### config.mk
export PLATFORM = sky130hd
export DESIGN_NAME = widthsel_alu
export DESIGN_NICKNAME = d
export VERILOG_FILES = /design/src/rtl/wsa_pkg.sv /design/src/rtl/wsa_extend.sv /design/src/rtl/wsa_adder.sv /design/src/rtl/wsa_writeback.sv /design/src/rtl/widthsel_alu.sv
export SDC_FILE = /design/constraint.sdc
export NUM_CORES = 1
export LEC_CHECK = 0
export BUFFER_PORTS_ARGS = -buffer_cell sky130_fd_sc_hd__buf_4
export CORE_MARGIN = 3
export CORE_UTILIZATION = 56
export CTS_CLUSTER_SIZE = 10
export DETAILED_ROUTE_END_ITERATION = 8
export GPL_TIMING_DRIVEN = 1
export PLACE_DENSITY = 0.86
export SYNTH_ARGS = -nofsm -noshare
export SYNTH_HDL_FRONTEND = slang
export SYNTH_SLANG_ARGS = --single-unit
### constraint.sdc
create_clock -name clk -period 6.98 [get_ports clk]
set_input_delay 0.349 -clock clk [delete_from_list [all_inputs] [get_ports clk]]
set_output_delay 0.349 -clock clk [all_outputs]
set_load 0.01 [all_outputs]
### src/rtl/wsa_pkg.sv
// Shared encodings for the width-selectable load/add unit.
// Assumes: operation, form and mode codes are fixed by the surrounding decode.
package wsa_pkg;
    typedef enum logic [2:0] {
        OP_LOAD  = 3'd0,
        OP_LOADL = 3'd1,
        OP_ADD   = 3'd2,
        OP_ADDL  = 3'd3,
        OP_LADDR = 3'd4
    } op_e;

    typedef enum logic [1:0] {
        FM_NARROW = 2'd0,
        FM_WIDE   = 2'd1,
        FM_MIXED  = 2'd2
    } form_e;

    typedef enum logic [1:0] {
        AM_24 = 2'd0,
        AM_31 = 2'd1,
        AM_64 = 2'd3
    } amode_e;
endpackage

### src/rtl/wsa_extend.sv
// Second-operand shaper: delivers the operand the adder sees.
// Narrow form passes the low word (high bits zero), wide passes all bits,
// mixed form widens the low word by sign (arithmetic ops) or zeros (logical ops).
// Assumes: DW is even; the narrow adder path ignores the upper half.
module wsa_extend #(
    parameter int DW = 64
) (
    input  logic [2:0]    op,
    input  logic [1:0]    form,
    input  logic [DW-1:0] sec,
    output logic [DW-1:0] opnd
);
    import wsa_pkg::*;
    localparam int HW = DW / 2;

    logic logical_op;

    // Decide the extension kind: logical ops extend by zeros.
    always_comb begin
        logical_op = (op == OP_LOADL) || (op == OP_ADDL);
    end

    // Shape the operand according to the form.
    always_comb begin
        unique case (form)
            FM_WIDE:  opnd = sec;
            FM_MIXED: opnd = logical_op ? {{HW{1'b0}}, sec[HW-1:0]}
                                        : {{HW{sec[HW-1]}}, sec[HW-1:0]};
            default:  opnd = {{HW{1'b0}}, sec[HW-1:0]};
        endcase
    end
endmodule

### src/rtl/wsa_adder.sv
// Width-aware add with condition code.
// Computes a+b at either half width (narrow) or full width, and derives the
// arithmetic or logical condition code. Load-type ops pass b with cc 0.
// Assumes: for narrow, only the low half of the sum is consumed downstream.
module wsa_adder #(
    parameter int DW = 64
) (
    input  logic [2:0]    op,
    input  logic          narrow,
    input  logic [DW-1:0] a,
    input  logic [DW-1:0] b,
    output logic [DW-1:0] sum,
    output logic [1:0]    cc,
    output logic          flag
);
    import wsa_pkg::*;
    localparam int HW = DW / 2;

    logic [DW:0]   full_s;
    logic [HW:0]   half_s;
    logic [DW-1:0] raw;
    logic          c_out;
    logic          sgn_a;
    logic          sgn_b;
    logic          sgn_r;
    logic          is_zero;
    logic          ovf;

    // Both width adders in parallel.
    always_comb begin
        full_s = {1'b0, a} + {1'b0, b};
        half_s = {1'b0, a[HW-1:0]} + {1'b0, b[HW-1:0]};
    end

    // Select the width-specific sum and the sign and carry bits.
    always_comb begin
        if (narrow) begin
            raw   = {{HW{1'b0}}, half_s[HW-1:0]};
            c_out = half_s[HW];
            sgn_a = a[HW-1];
            sgn_b = b[HW-1];
            sgn_r = half_s[HW-1];
        end else begin
            raw   = full_s[DW-1:0];
            c_out = full_s[DW];
            sgn_a = a[DW-1];
            sgn_b = b[DW-1];
            sgn_r = full_s[DW-1];
        end
        is_zero = (raw == '0);
        ovf     = (sgn_a == sgn_b) && (sgn_r != sgn_a);
    end

    // Result and condition code per operation class.
    always_comb begin
        unique case (op)
            OP_ADD: begin
                sum  = raw;
                flag = ovf;
                if (ovf)          cc = 2'd3;
                else if (is_zero) cc = 2'd0;
                else if (sgn_r)   cc = 2'd1;
                else              cc = 2'd2;
            end
            OP_ADDL: begin
                sum  = raw;
                flag = c_out;
                cc   = {c_out, ~is_zero};
            end
            default: begin
                sum  = b;
                flag = 1'b0;
                cc   = 2'd0;
            end
        endcase
    end
endmodule

### src/rtl/wsa_writeback.sv
// Write-width merge: builds the 64-bit value returned to the register.
// Narrow ops keep the register's high half; load-address is modal and clears
// low-word bits above the short or mid address width unless in 64-bit mode.
// Assumes: A_SHORT < A_MID < HW.
module wsa_writeback #(
    parameter int DW      = 64,
    parameter int A_SHORT = 24,
    parameter int A_MID   = 31
) (
    input  logic [2:0]    op,
    input  logic [1:0]    form,
    input  logic [1:0]    amode,
    input  logic [DW-1:0] first,
    input  logic [DW-1:0] sec,
    input  logic [DW-1:0] alu_sum,
    output logic [DW-1:0] wb
);
    import wsa_pkg::*;
    localparam int HW = DW / 2;
    localparam logic [HW-1:0] MASK_SHORT = {{(HW-A_SHORT){1'b0}}, {A_SHORT{1'b1}}};
    localparam logic [HW-1:0] MASK_MID   = {{(HW-A_MID){1'b0}}, {A_MID{1'b1}}};

    logic [HW-1:0] la_mask;

    // Pick the address mask for the current mode.
    always_comb begin
        unique case (amode)
            AM_24:   la_mask = MASK_SHORT;
            default: la_mask = MASK_MID;
        endcase
    end

    // Merge the written field with the preserved field.
    always_comb begin
        if (op == OP_LADDR) begin
            if (amode == AM_64) wb = sec;
            else                wb = {first[DW-1:HW], sec[HW-1:0] & la_mask};
        end else if (form == FM_WIDE || form == FM_MIXED) begin
            wb = alu_sum;
        end else begin
            wb = {first[DW-1:HW], alu_sum[HW-1:0]};
        end
    end
endmodule

### src/rtl/widthsel_alu.sv
// Top of the width-selectable load/add unit: operand shaping, width-aware add,
// write-width merge, then one result register with valid strobe.
// Assumes: inputs are stable around the rising edge; one op per cycle.
module widthsel_alu #(
    parameter int DW      = 64,
    parameter int A_SHORT = 24,
    parameter int A_MID   = 31
) (
    input  logic          clk,
    input  logic          rst_n,
    input  logic          in_valid,
    input  logic [2:0]    op,
    input  logic [1:0]    form,
    input  logic [1:0]    amode,
    input  logic [DW-1:0] first,
    input  logic [DW-1:0] second,
    output logic          out_valid,
    output logic [DW-1:0] result,
    output logic [1:0]    cc,
    output logic          flag
);
    import wsa_pkg::*;
    localparam int HW = DW / 2;

    logic [DW-1:0] opnd_b;
    logic [DW-1:0] sum_w;
    logic [DW-1:0] wb_w;
    logic [1:0]    cc_w;
    logic          flag_w;
    logic          narrow_w;

    // Narrow width unless wide or mixed form is selected.
    always_comb begin
        narrow_w = !(form == FM_WIDE || form == FM_MIXED);
    end

    wsa_extend #(.DW(DW)) u_ext (
        .op   (op),
        .form (form),
        .sec  (second),
        .opnd (opnd_b)
    );

    wsa_adder #(.DW(DW)) u_add (
        .op     (op),
        .narrow (narrow_w),
        .a      (first),
        .b      (opnd_b),
        .sum    (sum_w),
        .cc     (cc_w),
        .flag   (flag_w)
    );

    wsa_writeback #(.DW(DW), .A_SHORT(A_SHORT), .A_MID(A_MID)) u_wb (
        .op      (op),
        .form    (form),
        .amode   (amode),
        .first   (first),
        .sec     (second),
        .alu_sum (sum_w),
        .wb      (wb_w)
    );

    // Output register: captures the result when an operation is presented.
    always_ff @(posedge clk) begin
        if (!rst_n) begin
            out_valid <= 1'b0;
            result    <= '0;
            cc        <= 2'd0;
            flag      <= 1'b0;
        end else begin
            out_valid <= in_valid;
            if (in_valid) begin
                result <= wb_w;
                cc     <= cc_w;
                flag   <= flag_w;
            end
        end
    end

    AST_VALID_RISE: assert property (@(posedge clk) disable iff (!rst_n)
        in_valid |=> out_valid);
    AST_VALID_FALL: assert property (@(posedge clk) disable iff (!rst_n)
        !in_valid |=> !out_valid);
    AST_HIGH_KEPT: assert property (@(posedge clk) disable iff (!rst_n)
        (in_valid && op != OP_LADDR && form == FM_NARROW)
        |=> result[DW-1:HW] == $past(first[DW-1:HW]));
    AST_MIX_SIGN: assert property (@(posedge clk) disable iff (!rst_n)
        (in_valid && op == OP_LOAD && form == FM_MIXED && second[HW-1])
        |=> result[DW-1:HW] == '1);
    AST_MIX_ZERO: assert property (@(posedge clk) disable iff (!rst_n)
        (in_valid && op == OP_LOADL && form == FM_MIXED)
        |=> result[DW-1:HW] == '0);
    AST_LA_SHORT: assert property (@(posedge clk) disable iff (!rst_n)
        (in_valid && op == OP_LADDR && amode == AM_24)
        |=> (result[HW-1:A_SHORT] == '0) && (result[DW-1:HW] == $past(first[DW-1:HW])));
    AST_LOAD_NOFLAGS: assert property (@(posedge clk) disable iff (!rst_n)
        (in_valid && (op == OP_LOAD || op == OP_LOADL || op == OP_LADDR))
        |=> (cc == 2'd0) && !flag);
endmodule

[After elaboration in Yosys (flattened, before gate mapping)]
Index checks and enable logic that the tools add are counted.
Word-level totals
  input port bits: 138
  output and inout bits: 68
  bits in read-only memories: 0
  bits in latches: 0
  logic and storage cells: 40
  register bits after elaboration: 68
  memory bits (writable): 0
  memories: 0
Operators by class
  bitwise operators: 2
  muxes and demuxes: 17
  eq/ne operators: 9
  add/sub/neg operators: 2
  shift operators: 0
  $lt $le $gt $ge: 0
  multipliers: 0
  reductions and logical operators: 6
  div/mod/pow operators: 0
Operators by type and width (count)
  $mux 64: 6
  $pmux 64 s2: 1
  $add 64x64->65: 1
  $logic_not 64->1: 1
  $add 32x32->33: 1
  $and 32x31->32: 1
  $mux 31: 1
  $eq 3x2->1 const B: 2
  $mux 2: 3
  $eq 2x2->1 const B: 2
  $mux 1: 4
  $pmux 2 s2: 1
  $eq 3x1->1 const B: 1
  $eq 3x3->1 const B: 1
  $eq 2x1->1 const B: 1
  $logic_not 2->1: 1
  $logic_or 1x1->1: 2
  $pmux 1 s2: 1
  $reduce_or 2->1: 1
  $eq 1x1->1: 1
  $logic_and 1x1->1: 1
  $ne 1x1->1: 1
  $not 1->1: 1

[Depth between registers and ports, before layout]
Gate-level depths: netlist of run 1.
  depth in word-level cells: 10
  gate-level depth with buffers: 22
  gate-level depth less buffers: 19

[Modules after synthesis]
From an unflattened synthesis of run 1, not the netlist that was laid out.
Unflattened totals
  cell total of the unflattened synthesis: 1457
  area total of the unflattened synthesis: 10136.0 um^2
Modules (own cells, without submodules)
  wsa_adder: instances 1, area an instance 5804.3 um^2, sequential area each 0.0 um^2, cells an instance 939
  widthsel_alu: instances 1, area an instance 2586.2 um^2, sequential area each 1361.3 um^2, cells an instance 219
  wsa_writeback: instances 1, area an instance 1092.3 um^2, sequential area each 0.0 um^2, cells an instance 188
  wsa_extend: instances 1, area an instance 653.1 um^2, sequential area each 0.0 um^2, cells an instance 111

[Worst setup path before layout of run 1]
No wires, ideal clock.
  kind: input -> register
  start: input port form[0]
  end: register cc[1]
  buffers on the path: 6
  data required time: 6.863 ns
  setup slack: 1.920 ns
  arrival: 4.943 ns
  stages: 22
  setup time: 0.117 ns
  cell sequence: inv_1 ha_1 clkbuf_1 buf_1 clkbuf_1 buf_1 buf_1 nor2_1 ha_1 clkbuf_1 a21oi_1 o21ai_0 a221o_1 a21o_1 a221oi_2 xor2_1 o21ai_0 nor4b_1 nand4_1 nor4_1 o21ai_1 a22o_1
Between the ends
  cells in the longest elaborated chain, start to end: 8
  elaborated cells on any way between the ends: 19
  those cells by class: add/sub (2); eq/ne (4); mux (10); reduce/logical (3)
RTL lines
  start, declared: RTL line widthsel_alu.sv:13  | input logic [1:0] form,
  $eq 2x2->1 or $eq 2x1->1 (tied branches): RTL line wsa_extend.sv:25, widthsel_alu.sv:34
  $pmux 64 s2: RTL line wsa_extend.sv:25  | unique case (form)
  $add 64x64->65 or $add 32x32->33 (tied branches): RTL line wsa_adder.sv:31, wsa_adder.sv:32
  $mux 64 or $mux 1 (tied branches): RTL line wsa_adder.sv:37  | if (narrow) begin
  $logic_not 64->1, or another cell as far along: RTL line wsa_adder.sv:50  | is_zero = (raw == '0);
  $mux 2 or $logic_and 1x1->1 (tied branches): RTL line wsa_adder.sv:61, wsa_adder.sv:51
  $mux 2: RTL line wsa_adder.sv:60  | if (ovf) cc = 2'd3;
  $pmux 2 s2 *: RTL line wsa_adder.sv:56  | unique case (op)
  end signal, assigned: RTL line widthsel_alu.sv:75  | cc <= cc_w;
  end, declared: RTL line widthsel_alu.sv:19  | output logic [1:0] cc,
Every way passes the cells marked *; elsewhere a longest branch is shown, timed or not.
A chain may end at the register's enable or synchronous reset.

[Worst setup path after layout of run 1]
Same ends and word-level chain as after synthesis.

==> results.py, run 1 <==
metrics = {
    "place": {
        "hpwl_um": 31200,
        "postPlaceCellArea_um2": 10100,
        "gp_congestion": 1.08,
        "port_buffers": 205,
    },
    "setup_path": {
        "cp.arrival_ns": 5.42,
        "cp-startpoint": "form[0]",
        "r2r_start": "cc[1]$_SDFFE_PN0P_",
        "end_kind": "flip-flop",
        "rrSetupSlack_ns": 6.09,
        "r2r_end": "cc[1]$_SDFFE_PN0P_",
        "required_ns": 7.21,
        "r2r_cells": 3,
        "cp_max_fo": 31,
        "cp-start-kind": "input pin",
        "crit_type": "in -> reg",
    },
    "floorplanning": {
        "fp.dieH_um": 130,
        "start_util": 0.579,
        "num_rows": 44,
        "chipWidth_um": 130,
        "io_pins": 206,
        "core_area_um2": 14800,
        "die_area_um2": 16800,
    },
    "synth": {
        "synth-seq-cells": 68,
        "synth.avg_cell_area_um2": 6.71,
        "synth_nets": 1478,
        "synth_cell_types": 80,
        "synthCells": 1273,
        "seq_area_frac_synth": 0.159,
        "synthArstFlopShare": 0,
        "synth-edff-count": 0,
        "synth_area_um2": 8550,
        "yosys_warnings": 0,
        "synth_flop_cell": "dfxtp_1",
    },
    "sta": {
        "slew_viol_final": 0,
        "period_needed_ns": 5.19,
        "max-slew-margin-rel": 0.274,
        "rsz0062_at_grt": "no",
        "fin_setup_tns_ns": 0,
        "post-route-period-util": 0.744,
        "setup_violations": 0,
        "tightest_slew_ns": 1.08,
        "skew_ns": 0,
        "fmax_mhz": 193,
        "finalHoldViolCount": 0,
    },
    "route": {
        "wl_met3_um": 6570,
        "drtIter0Drc": 1967,
        "route.layer.met1.wl_um": 16000,
        "wl_um": 39000,
        "first_pass_iters": 8,
        "vias": 11300,
        "avgViaCountPerCell": 7.03,
        "post-route-drc-count": 0,
        "routed.top_layer": "met4",
        "ant_nets": 0,
        "met2_length_um": 15100,
        "avgRoutedWirePerCell_um": 24.2,
    },
    "clock_tree": {
        "clkLatencyLatePin_ns": 0.34,
        "clkTransAtPathRegs_ns": 0.07,
        "numClockSinks": 68,
        "ctsHoldBuffers": 0,
        "max-clock-path-buffers": 2,
        "cts_buffers": 9,
        "cts_resized": 0,
        "cts-root-buf": "clkbuf_16",
        "cts_tree": "done",
        "htreeDepth": 3,
        "post_cts_buffers": 0,
    },
    "power_and_ir_drop": {
        "internal_power_mw": 1.06,
        "sw_frac_of_total": 0.420,
        "power.switching_mw": 0.767,
        "ir_worst_vdd_mv": 0.169,
        "p_per_area_nw_per_um2": 175,
        "p_clk_frac": 0.286,
        "combPwrFrac": 0.473,
        "power_mw": 1.83,
        "seq_power_share": 0.240,
        "p_leak_nw": 4.48,
    },
    "worst_hold_path": {
        "hold_class": "in -> reg",
        "hold_end": "result[8]$_SDFFE_PN0P_",
        "worstHoldPathCells": 3,
        "min_from": "second[8]",
    },
    "layout": {
        "syn2layout_area_growth_pct": 21.9,
        "drive_gt1_frac": 0.185,
        "diodes": 0,
        "nets": 1623,
        "fillerInstances": 1220,
        "design_area_um2": 10400,
    },
    "grt": {
        "gr-total-overflow": 0,
        "grt_usage": 0.443,
        "grt_max_degree": 86,
        "grt_pass1_wl_um": 57600,
        "antenna_found_initial": 0,
        "grt_pass1_vias": 10000,
    },
    "status": {
        "outcome": "complete, no violations",
    },
    "run": {
        "drv_cap": 0,
    },
}
==> logic make-up (layout without fill, tap and decap cells) <==
| family | after synthesis | count (layout) | share of synthesized area |
|---|---|---|---|
| xor+xnor | 51 | 51 | 0.0523 |
| compound gates | 466 | 466 | 0.358 |
| mux | 23 | 23 | 0.0275 |
| buf+inv | 103 | 253 | 0.0467 |
| fa+ha+maj | 67 | 67 | 0.0990 |
| flops | 68 | 68 | 0.159 |
| simple gates | 495 | 495 | 0.257 |
==> placed cells by master (no fill, tap or decap), types with 24 or more instances in the layout <==
master,n
a21oi_1,147
buf_4,216
dfxtp_1,68
ha_1,66
nand2_1,189
nand3_1,25
nor2_1,164
o211ai_1,28
o21ai_0,90
xnor2_1,24
xor2_1,27
==> final cells by class <==
class                   count  area, um2  area share
clock buffers              10        239      0.0229
clock inverters             6       95.1     0.00912
inverters                  21       78.8     0.00756
multi-input cells        1102       6800       0.652
flip-flops and latches     68       1360       0.131
well taps                 184        230      0.0221
repair buffers            216       1620       0.156
==> cell usage after synthesis (11+ instances only) <==
master | instances | area (um2)
a211oi_1 | 13 | 97.6
a21o_1 | 15 | 113
a21oi_1 | 148 | 741
a221oi_1 | 12 | 105
a22oi_1 | 12 | 90.1
a311oi_1 | 14 | 123
a31oi_1 | 14 | 87.6
a41oi_1 | 11 | 96.3
and3_1 | 14 | 87.6
clkbuf_1 | 62 | 233
dfxtp_1 | 68 | 1360
ha_1 | 66 | 826
inv_1 | 21 | 78.8
mux2i_1 | 19 | 190
nand2_1 | 190 | 713
nand3_1 | 25 | 125
nand4_1 | 22 | 138
nor2_1 | 164 | 616
nor3_1 | 19 | 95.1
o211ai_1 | 28 | 210
o21ai_0 | 90 | 450
o21bai_1 | 17 | 128
or3_1 | 11 | 68.8
xnor2_1 | 24 | 210
xor2_1 | 27 | 236
==> critical path, cell delays in order <==
cell       delay, ns
buf_4           0.09
inv_1           0.03
ha_1            0.87
buf_4           0.43
nor2_1          0.11
ha_1            0.37
a21oi_1         0.29
o22ai_1         0.15
o41ai_1         0.40
nor2_1          0.09
a2111oi_0       0.62
o21ai_0         0.22
xor2_1          0.21
nor3_1          0.20
nand4_1         0.11
nor4_1          0.37
o21ai_1         0.20
a22o_1          0.28
==> routing by layer <==
layer,track usage,vias up
li1,-,5007
met1,0.649,5190
met2,0.607,984
met3,0.165,115
met4,0.112,0
met5,0,-
==> metrics by stage <==
| step | cells | utilization | worst slack, ns | hold slack, ns |
|---|---|---|---|---|
| 3_5_place_dp | 1591 | 0.684 | 1.74 | 0.456 |
| 4_1_cts | 1607 | 0.706 | 2.05 | 0.294 |
| 2_1_floorplan | 1273 | - | 1.92 | 0.483 |
| 3_3_place_gp | 1591 | 0.684 | 1.74 | 0.450 |
| 6_report | 1607 | 0.706 | 1.79 | 0.295 |
| 5_1_grt | 1607 | 0.706 | 1.48 | 0.313 |
==> how the worst max path moves through the flow <==
stage / slack, ns / to / cells after the start
after floorplan: 1.92 / cc[1]$_SDFFE_PN0P_ / 22
after global placement: 1.74 / cc[1]$_SDFFE_PN0P_ / 21
after detailed placement: 1.74 / cc[1]$_SDFFE_PN0P_ / 18
after CTS: 2.05 / cc[1]$_SDFFE_PN0P_ / 18
after global routing: 1.48 / cc[1]$_SDFFE_PN0P_ / 18
final: 1.79 / cc[1]$_SDFFE_PN0P_ / 18
==> sequential cells by signal (all words and copies together), names as in the netlist <==
name and count:
result 64, cc 2, flag 1, out_valid 1
==> power by group through the flow <==
| stage | Clock (mW) | Sequential, mW | Combinational, mW |
|---|---|---|---|
| final | 0.524 | 0.440 | 0.865 |
| after global routing | 0.536 | 0.442 | 0.909 |
| after CTS | 0.519 | 0.439 | 0.821 |
| after detailed placement | 0 | 0.446 | 0.812 |
| after global placement | 0 | 0.445 | 0.810 |
| after floorplan | 0 | 0.457 | 0.488 |
Power figures use the tool's default switching activity.
==> run 2, diff against run 1 <==
--- a/config.mk
+++ b/config.mk
@@ -7,11 +7,11 @@
 export LEC_CHECK = 0
 export BUFFER_PORTS_ARGS = -buffer_cell sky130_fd_sc_hd__buf_4
 export CORE_MARGIN = 3
-export CORE_UTILIZATION = 56
+export CORE_UTILIZATION = 51
 export CTS_CLUSTER_SIZE = 10
 export DETAILED_ROUTE_END_ITERATION = 8
 export GPL_TIMING_DRIVEN = 1
-export PLACE_DENSITY = 0.86
+export PLACE_DENSITY = 0.83
 export SYNTH_ARGS = -nofsm -noshare
 export SYNTH_HDL_FRONTEND = slang
 export SYNTH_SLANG_ARGS = --single-unit
==> constraint.sdc (replaced) <==
create_clock -name clk -period 4.7 [get_ports clk]
set_input_delay 0.235 -clock clk [delete_from_list [all_inputs] [get_ports clk]]
set_output_delay 0.235 -clock clk [all_outputs]
set_load 0.01 [all_outputs]
==> results.py, run 2 (synthesis results as in run 1) <==
metrics = {
    "status": {
        "outcome": "complete, no violations",
    },
    "grt": {
        "grt_max_degree": 70,
        "grt_pass1_wl_um": 58800,
        "grt_usage": 0.410,
        "grt_pass1_vias": 10100,
        "gr-total-overflow": 0,
        "antenna_found_initial": 1,
    },
    "route": {
        "wl_um": 39100,
        "drtIter0Drc": 1604,
        "ant_nets": 0,
        "vias": 11200,
        "avgRoutedWirePerCell_um": 23.5,
        "first_pass_iters": 6,
        "post-route-drc-count": 0,
        "avgViaCountPerCell": 6.74,
    },
    "layout": {
        "drive_gt1_frac": 0.200,
        "largest_reg_flops": 64,
        "layout_common_cells": "buf_4, nand2_1, nor2_1",
        "nets": 1650,
        "syn2layout_area_growth_pct": 24.7,
        "layout_commonest_cell": "buf_4",
        "top_register": "result",
        "largest_registers": "result (64), cc (2)",
        "fin_util": 0.661,
        "fillerInstances": 1517,
        "design_area_um2": 10700,
        "diodes": 0,
    },
    "setup_path": {
        "cp-start-kind": "input pin",
        "required_ns": 4.94,
        "rrSetupSlack_ns": 3.88,
        "cp-startpoint": "form[0]",
        "r2r_cells": 2,
        "cp.arrival_ns": 4.74,
        "crit_end": "cc[1]$_SDFFE_PN0P_",
        "cp_max_fo": 12,
        "r2r_start": "result[31]$_SDFFE_PN0P_",
        "r2r_end": "result[31]$_SDFFE_PN0P_",
        "crit_type": "in -> reg",
        "end_kind": "flip-flop",
    },
    "place": {
        "gp_congestion": 1.09,
        "hpwl_um": 31300,
        "postPlaceCellArea_um2": 10400,
        "port_buffers": 205,
    },
    "sta": {
        "tightest_slew_ns": 1.05,
        "finalHoldViolCount": 0,
        "rsz0062_at_grt": "no",
        "max-slew-margin-rel": 0.295,
        "post-route-period-util": 0.956,
        "skew_ns": 0,
        "fin_setup_tns_ns": 0,
        "setup_violations": 0,
        "fmax_mhz": 223,
        "slew_viol_final": 0,
        "period_needed_ns": 4.49,
    },
    "clock_tree": {
        "clkLatencyLatePin_ns": 0.34,
        "max-clock-path-buffers": 2,
        "cts-root-buf": "clkbuf_16",
        "clkTransAtPathRegs_ns": 0.07,
        "cts_buffers": 9,
        "htreeDepth": 3,
        "post_cts_buffers": 0,
        "cts_resized": 0,
        "ctsHoldBuffers": 0,
        "numClockSinks": 68,
        "cts_tree": "done",
    },
    "run": {
        "drv_cap": 0,
    },
    "power_and_ir_drop": {
        "p_per_area_nw_per_um2": 251,
        "p_leak_nw": 4.60,
        "ir_worst_vdd_mv": 0.240,
    },
    "floorplanning": {
        "chipWidth_um": 135,
        "core_area_um2": 16100,
        "start_util": 0.530,
        "die_area_um2": 18300,
        "num_rows": 46,
        "io_pins": 206,
        "fp.dieH_um": 135,
    },
    "worst_hold_path": {
        "worstHoldPathCells": 3,
        "hold_class": "in -> reg",
    },
}
run 2: critical path: stages:
cell and delay [ns]:
buf_4 0.09, inv_1 0.03, ha_1 0.21, nand2_1 0.08, a21oi_2 0.04, buf_4 0.20
a21oi_1 0.28, nor2_1 0.08, ha_1 0.35, buf_4 0.19, a21oi_1 0.12, o21ai_0 0.17
a21oi_1 0.25, nand2_1 0.15, a221oi_2 0.54, xor2_1 0.33, o21ai_0 0.15, nor4b_1 0.34
nand4_1 0.13, nor4_1 0.31, o21ai_1 0.18, a22o_1 0.27
run 2: area by class of cell:
class | count | area [um2] | share of cell area
clock buffers | 9 | 225 | 0.0211
clock inverters | 7 | 80.1 | 0.00751
inverters | 21 | 78.8 | 0.00739
multi-input cells | 1102 | 6800 | 0.637
flip-flops and latches | 68 | 1360 | 0.128
well taps | 216 | 270 | 0.0254
repair buffers | 243 | 1850 | 0.173
run 2: power by group:
| part | internal, mW | leakage (nW) | total, mW | switching [mW] |
|---|---|---|---|---|
| registers | 0.624 | 0.563 | 0.651 | 0.0271 |
| clock network | 0.419 | 0.143 | 0.723 | 0.304 |
| logic | 0.492 | 3.89 | 1.30 | 0.812 |
run 2: layer usage:
layer | vias up | part of all wire | GRT usage
met4 | 2 | 0.028 | 0.115
met2 | 880 | 0.39 | 0.554
li1 | 5075 | - | -
met1 | 5179 | 0.43 | 0.616
met3 | 94 | 0.15 | 0.134
met5 | - | 0.00033 | 0
run 2: metrics by stage:
step	cells	setup WS (ns)	power, mW	hold WS, ns
3_3_place_gp	1650	0.116	1.90	0.444
6_report	1666	0.208	2.68	0.173
2_1_floorplan	1273	0.0292	1.41	0.377
4_1_cts	1666	0.489	2.62	0.172
5_1_grt	1666	0.0802	2.79	0.188
3_5_place_dp	1650	0.142	1.90	0.446
run 2: worst min-delay path by stage:
stage,from,to,slack [ns]
2_1_floorplan,rst_n,result[38]$_SDFFE_PN0P_,0.38
3_3_place_gp,result[61]$_SDFFE_PN0P_,result[61]$_SDFFE_PN0P_,0.44
3_5_place_dp,result[61]$_SDFFE_PN0P_,result[61]$_SDFFE_PN0P_,0.45
4_1_cts,second[12],result[12]$_SDFFE_PN0P_,0.17
5_1_grt,second[3],result[3]$_SDFFE_PN0P_,0.19
6_report,second[8],result[8]$_SDFFE_PN0P_,0.17
